`src/rtl/trig_pkg.sv`:
```
package trig_pkg;
  localparam int NUM_CH      = 6;
  localparam int REG_W       = 32;
  localparam int CTRL_W      = 8;
  localparam int EN_W        = 7;
  localparam int FLAG_BIT    = 7;
  localparam int INIT_EN_BIT = 6;

  // Position of a channel's enable inside the control byte.
  function automatic int ch_en_pos(input int ch);
    return (ch < 2) ? ch + 4 : ch - 2;
  endfunction

  // Reorders the packed enable bits into channel order.
  function automatic logic [NUM_CH-1:0] gather_ch_en(input logic [EN_W-1:0] en);
    logic [NUM_CH-1:0] v;
    for (int i = 0; i < NUM_CH; i++) v[i] = en[ch_en_pos(i)];
    return v;
  endfunction
endpackage

```
`src/rtl/trig_match.sv`:
```
module trig_match import trig_pkg::*; #(
  parameter int CNT_W = 16
) (
  input  logic [CNT_W-1:0]        cnt_val,
  input  logic [CNT_W-1:0]        init_val,
  input  logic [NUM_CH*CNT_W-1:0] cmp_vals,
  input  logic [NUM_CH-1:0]       ch_en,
  input  logic                    init_en,
  output logic [NUM_CH-1:0]       ch_hit_vec,
  output logic                    ch_hit,
  output logic                    init_hit,
  output logic                    any_hit
);
  genvar g;
  generate
    for (g = 0; g < NUM_CH; g++) begin : g_ch
      logic [CNT_W-1:0] cmp_one;
      assign cmp_one       = cmp_vals[g*CNT_W +: CNT_W];
      assign ch_hit_vec[g] = ch_en[g] && (cnt_val == cmp_one);
    end
  endgenerate

  assign ch_hit   = |ch_hit_vec;
  assign init_hit = init_en && (cnt_val == init_val);
  assign any_hit  = ch_hit || init_hit;
endmodule

```
`src/rtl/trig_flag_ctl.sv`:
```
module trig_flag_ctl (
  input  logic clk,
  input  logic rst_n,
  input  logic ch_hit,
  input  logic reg_rd,
  input  logic reg_wr,
  input  logic wr_flag_bit,
  output logic flag_q,
  output logic armed_q,
  output logic clr_evt
);
  logic arm_evt;

  assign arm_evt = reg_rd && flag_q;
  assign clr_evt = reg_wr && armed_q && !wr_flag_bit && !ch_hit;

  always_ff @(posedge clk or negedge rst_n) begin
    if (!rst_n) begin
      flag_q  <= 1'b0;
      armed_q <= 1'b0;
    end else begin
      if (ch_hit)       flag_q <= 1'b1;
      else if (clr_evt) flag_q <= 1'b0;

      if (ch_hit || reg_wr) armed_q <= 1'b0;
      else if (arm_evt)     armed_q <= 1'b1;
    end
  end


  flag_set_chk: assert property (@(posedge clk) disable iff (!rst_n)
    ch_hit |=> flag_q);

  no_clear_on_one_chk: assert property (@(posedge clk) disable iff (!rst_n)
    (flag_q && reg_wr && wr_flag_bit) |=> flag_q);

  clear_needs_arm_chk: assert property (@(posedge clk) disable iff (!rst_n)
    (flag_q && !armed_q) |=> flag_q);

  arm_consumed_chk: assert property (@(posedge clk) disable iff (!rst_n)
    reg_wr |=> !armed_q);

  hit_disarms_chk: assert property (@(posedge clk) disable iff (!rst_n)
    ch_hit |=> !armed_q);

  clear_done_chk: assert property (@(posedge clk) disable iff (!rst_n)
    (armed_q && reg_wr && !wr_flag_bit && !ch_hit) |=> !flag_q);
endmodule

```
`src/rtl/trig_match_gen.sv`:
```
module trig_match_gen import trig_pkg::*; #(
  parameter int CNT_W = 16
) (
  input  logic                    clk,
  input  logic                    rst_n,
  input  logic [CNT_W-1:0]        cnt_val,
  input  logic [CNT_W-1:0]        init_val,
  input  logic [NUM_CH*CNT_W-1:0] cmp_vals,
  input  logic                    reg_rd,
  input  logic                    reg_wr,
  input  logic [REG_W-1:0]        reg_wdata,
  output logic [REG_W-1:0]        reg_rdata,
  output logic                    trig_out
);
  localparam int RSV_W = REG_W - CTRL_W;

  logic [EN_W-1:0]   en_q;
  logic [NUM_CH-1:0] ch_en;
  logic [NUM_CH-1:0] ch_hit_vec;
  logic              ch_hit, init_hit, any_hit;
  logic              flag_q, armed_q, clr_evt;

  always_ff @(posedge clk or negedge rst_n) begin
    if (!rst_n)      en_q <= '0;
    else if (reg_wr) en_q <= reg_wdata[EN_W-1:0];
  end

  assign ch_en = gather_ch_en(en_q);

  trig_match #(.CNT_W(CNT_W)) u_match (
    .cnt_val    (cnt_val),
    .init_val   (init_val),
    .cmp_vals   (cmp_vals),
    .ch_en      (ch_en),
    .init_en    (en_q[INIT_EN_BIT]),
    .ch_hit_vec (ch_hit_vec),
    .ch_hit     (ch_hit),
    .init_hit   (init_hit),
    .any_hit    (any_hit)
  );

  trig_flag_ctl u_flag (
    .clk         (clk),
    .rst_n       (rst_n),
    .ch_hit      (ch_hit),
    .reg_rd      (reg_rd),
    .reg_wr      (reg_wr),
    .wr_flag_bit (reg_wdata[FLAG_BIT]),
    .flag_q      (flag_q),
    .armed_q     (armed_q),
    .clr_evt     (clr_evt)
  );

  always_ff @(posedge clk or negedge rst_n) begin
    if (!rst_n) trig_out <= 1'b0;
    else        trig_out <= any_hit;
  end

  assign reg_rdata = {{RSV_W{1'b0}}, flag_q, en_q};


  trig_follow_chk: assert property (@(posedge clk) disable iff (!rst_n)
    any_hit |=> trig_out);

  trig_quiet_chk: assert property (@(posedge clk) disable iff (!rst_n)
    !any_hit |=> !trig_out);

  one_hit_source_chk: assert property (@(posedge clk) disable iff (!rst_n)
    ch_hit |-> (($countones(ch_hit_vec & ~ch_en)) == 0));

  init_no_flag_chk: assert property (@(posedge clk) disable iff (!rst_n)
    (init_hit && !ch_hit && !flag_q) |=> !flag_q);

  collide_keep_chk: assert property (@(posedge clk) disable iff (!rst_n)
    (ch_hit && reg_wr && !reg_wdata[FLAG_BIT]) |=> flag_q);

  enable_load_chk: assert property (@(posedge clk) disable iff (!rst_n)
    reg_wr |=> reg_rdata[EN_W-1:0] == $past(reg_wdata[EN_W-1:0]));

  reserved_ignore_chk: assert property (@(posedge clk) disable iff (!rst_n)
    (reg_wr && (|reg_wdata[REG_W-1:CTRL_W])) |=> reg_rdata[REG_W-1:CTRL_W] == '0);

  clear_only_armed_chk: assert property (@(posedge clk) disable iff (!rst_n)
    clr_evt |-> armed_q);
endmodule

```
`config.mk`:
```
export PLATFORM = sky130hd
export DESIGN_NAME = trig_match_gen
export DESIGN_NICKNAME = d
export VERILOG_FILES = /design/src/rtl/trig_pkg.sv /design/src/rtl/trig_match.sv /design/src/rtl/trig_flag_ctl.sv /design/src/rtl/trig_match_gen.sv
export SDC_FILE = /design/constraint.sdc
export NUM_CORES = 1
export LEC_CHECK = 0
export BUFFER_PORTS_ARGS = -buffer_cell sky130_fd_sc_hd__buf_4
export CAP_MARGIN = 20
export CORE_MARGIN = 1
export CORE_UTILIZATION = 28
export CTS_BUF_LIST = sky130_fd_sc_hd__clkbuf_8
export CTS_CLUSTER_DIAMETER = 100
export DETAILED_ROUTE_END_ITERATION = 16
export PLACE_DENSITY = 0.71
export SKIP_CTS_REPAIR_TIMING = 1
export SYNTH_ARGS = -nofsm -noshare
export SYNTH_HDL_FRONTEND = slang
export SYNTH_HIERARCHICAL = 1
export SYNTH_SLANG_ARGS = --single-unit
```
`constraint.sdc`:
```
create_clock -name clk -period 1.6 [get_ports clk]
set_input_delay 0.32 -clock clk [delete_from_list [all_inputs] [get_ports clk]]
set_output_delay 0.32 -clock clk [all_outputs]
set_load 0.005 [all_outputs]
```
==> qor.csv <==
stage;metric;value;unit
sta;finalCriticalPeriod;1.61;ns
hold_path;worstHoldStart;reg_wdata[1];
clock_network;clkLatencyLatePin;0.24;ns
sta;fmaxAchievable;622;MHz
clock_network;cts.path.max_buffers;2;
synthesis;ys_warn_count;6;
route;dr_wl_met2;3860;um
route;ant_nets;0;
setup_path;path_max_fanout;4;
global_routing;grt_pass1_wl;10100;um
setup_path;r2r_start;en_q[5];
setup_path;start_kind;primary input;
sta;period_share;100;%
cells_and_area;drive_gt1_share;52.6;%
floorplan;num_rows;30;
route;viasPerCell;4.34;
global_routing;antenna_found_initial;0;
placement;dpl_worst_slack;-0.352;ns
floorplan;die_h;87.6;um
power;powerDensity;433;mW/mm^2
power;p_leak;0.00147;uW
setup_path;reg2reg_to;u_flag/flag_q;
hold_path;hold_depth;2;
route;drc;0;
route;drtIter0Drc;79;
cells_and_area;antenna_cells;0;
sta;finalWorstSetupSlack;-0.00666;ns
route;vias;2056;
sta;finalHoldViolCount;0;
route;firstDrtPassIters;4;
setup_path;cp_data_arrival_time;1.76;ns
placement;gp_congestion;0.844;
hold_path;hold_end;en_q[1];
sta;rsz0062_at_grt;yes;
route;routed_wl;7170;um
cells_and_area;fin_area;0.00335;mm^2
floorplan;ios;197;
placement;place_area;0.00319;mm^2
sta;skew;0.00572;ns
sta;finalSetupViolations;1;
route;topRoutingLayerUsed;met4;
flow_run;maxCapViolations;0;
global_routing;grt_overflow_total;0;
status;violations;setup timing;
setup_path;worstPathRequired;1.75;ns
sta;drv_slew;0;
global_routing;grt_max_degree;11;
floorplan;start_util;29.5;%
synthesis;syn_area_per_cell;9.24;um^2
floorplan;core_area;0.00694;mm^2
placement;dp_hpwl;6090;um
setup_path;worstSetupPathType;primary input to flip-flop;
placement;numPortBuffers;148;
clock_network;cts_tree;done;
route;wl_met3;429;um
synthesis;synthCells;222;
clock_network;numClockSinks;10;
route;wl_per_cell;15.1;um
synthesis;mappedNetlistArea;0.00205;mm^2
floorplan;dieWidth;87.6;um
setup_path;r2r_cells;5;
route;m1WireLength;2840;um
setup_path;r2r_slack;0.28;ns
floorplan;die_area;0.00767;mm^2
clock_network;cts_made_buffers;3;
cells_and_area;layout.nets;543;
clock_network;cts_htree_levels;1;
cells_and_area;syn_to_final_growth;63.2;%
clock_network;cts-root-buf;clkbuf_8;
power;ir_drop;0.000287;V
hold_path;hold_class;primary input to flip-flop;
global_routing;first_global_vias;2044;
setup_path;crit_path_end_kind;flip-flop;
global_routing;grt_use_total;17.9;%
status;status;complete, but fails checks;
clock_network;clk_pin_slew;0.05;ns
[cell usage in the layout, fill, tap and decap left out]
cell and instances:
clkbuf_8 4, nand4_1 23, conb_1 24, a32oi_1 3, dlygate4sd3_1 1, buf_4 166
nor3_1 1, nor2_1 2, nor4_4 1, nand3_2 2, nand3_1 7, mux2_4 7
nor4_1 2, xnor2_1 103, xnor2_2 8, nor4_2 4, buf_12 1, and2_1 1
xnor2_4 1, buf_8 1, and2_2 2, a31oi_1 1, buf_6 2, a21oi_1 1
dfrtp_1 10
[where the power goes]
group          total, uW  internal (uW)  switching (uW)
Clock                320            217             103
Sequential           290            272            18.4
Combinational        839            521             317
[per-layer routing]
metal / vias up / GRT usage (%)
met2: 104 / 33.9
met3: 4 / 2.54
met1: 944 / 21.6
met4: 0 / 2.98
met5: - / 0
li1: 1004 / -
[area by class of cell]
cell class / instances / area [um^2]
flip-flops and latches: 10 / 250
well taps: 96 / 120
fillers: 678 / 3600
repair buffers: 171 / 1310
clock buffers: 4 / 55.1
multi-input cells: 193 / 1610
[worst max-delay path: stages]
cell and delay (ns):
buf_6 0.12, buf_12 0.14, xnor2_2 0.11, nand4_1 0.15, nor4_2 0.38, a32oi_1 0.18, nand4_1 0.17, nor2_1 0.06
a31oi_1 0.14
[state kept, by name, indices dropped and copies added, names as in the netlist]
signal,count
en_q,7
trig_out,1
u_flag/armed_q,1
u_flag/flag_q,1
[how the worst max path moves through the flow]
stage / startpoint / endpoint / cells past startpoint
3_3_place_gp: cnt_val[3] / u_flag/flag_q / 9
4_1_cts: cnt_val[12] / u_flag/flag_q / 9
3_5_place_dp: cnt_val[12] / u_flag/flag_q / 9
2_1_floorplan: cnt_val[5] / u_flag/flag_q / 8
6_report: cnt_val[5] / u_flag/flag_q / 9
5_1_grt: cnt_val[12] / u_flag/flag_q / 9
[per-stage QoR]
stage / std cells / total power (uW) / utilization (%) / setup TNS, ns / hold WS [ns]
final: 474 / 1450 / 48.2 / -0.00666 / 0.310
after global routing: 474 / 1540 / 48.2 / -0.100 / 0.305
after CTS: 472 / 1430 / 46.7 / -0.133 / -0.0964
after detailed placement: 468 / 1100 / 45.9 / -0.694 / 0.158
after global placement: 468 / 1080 / 45.9 / -0.647 / 0.153
after floorplan: 245 / 751 / - / 0 / 0.0244
(Power assumes the default switching activity.)
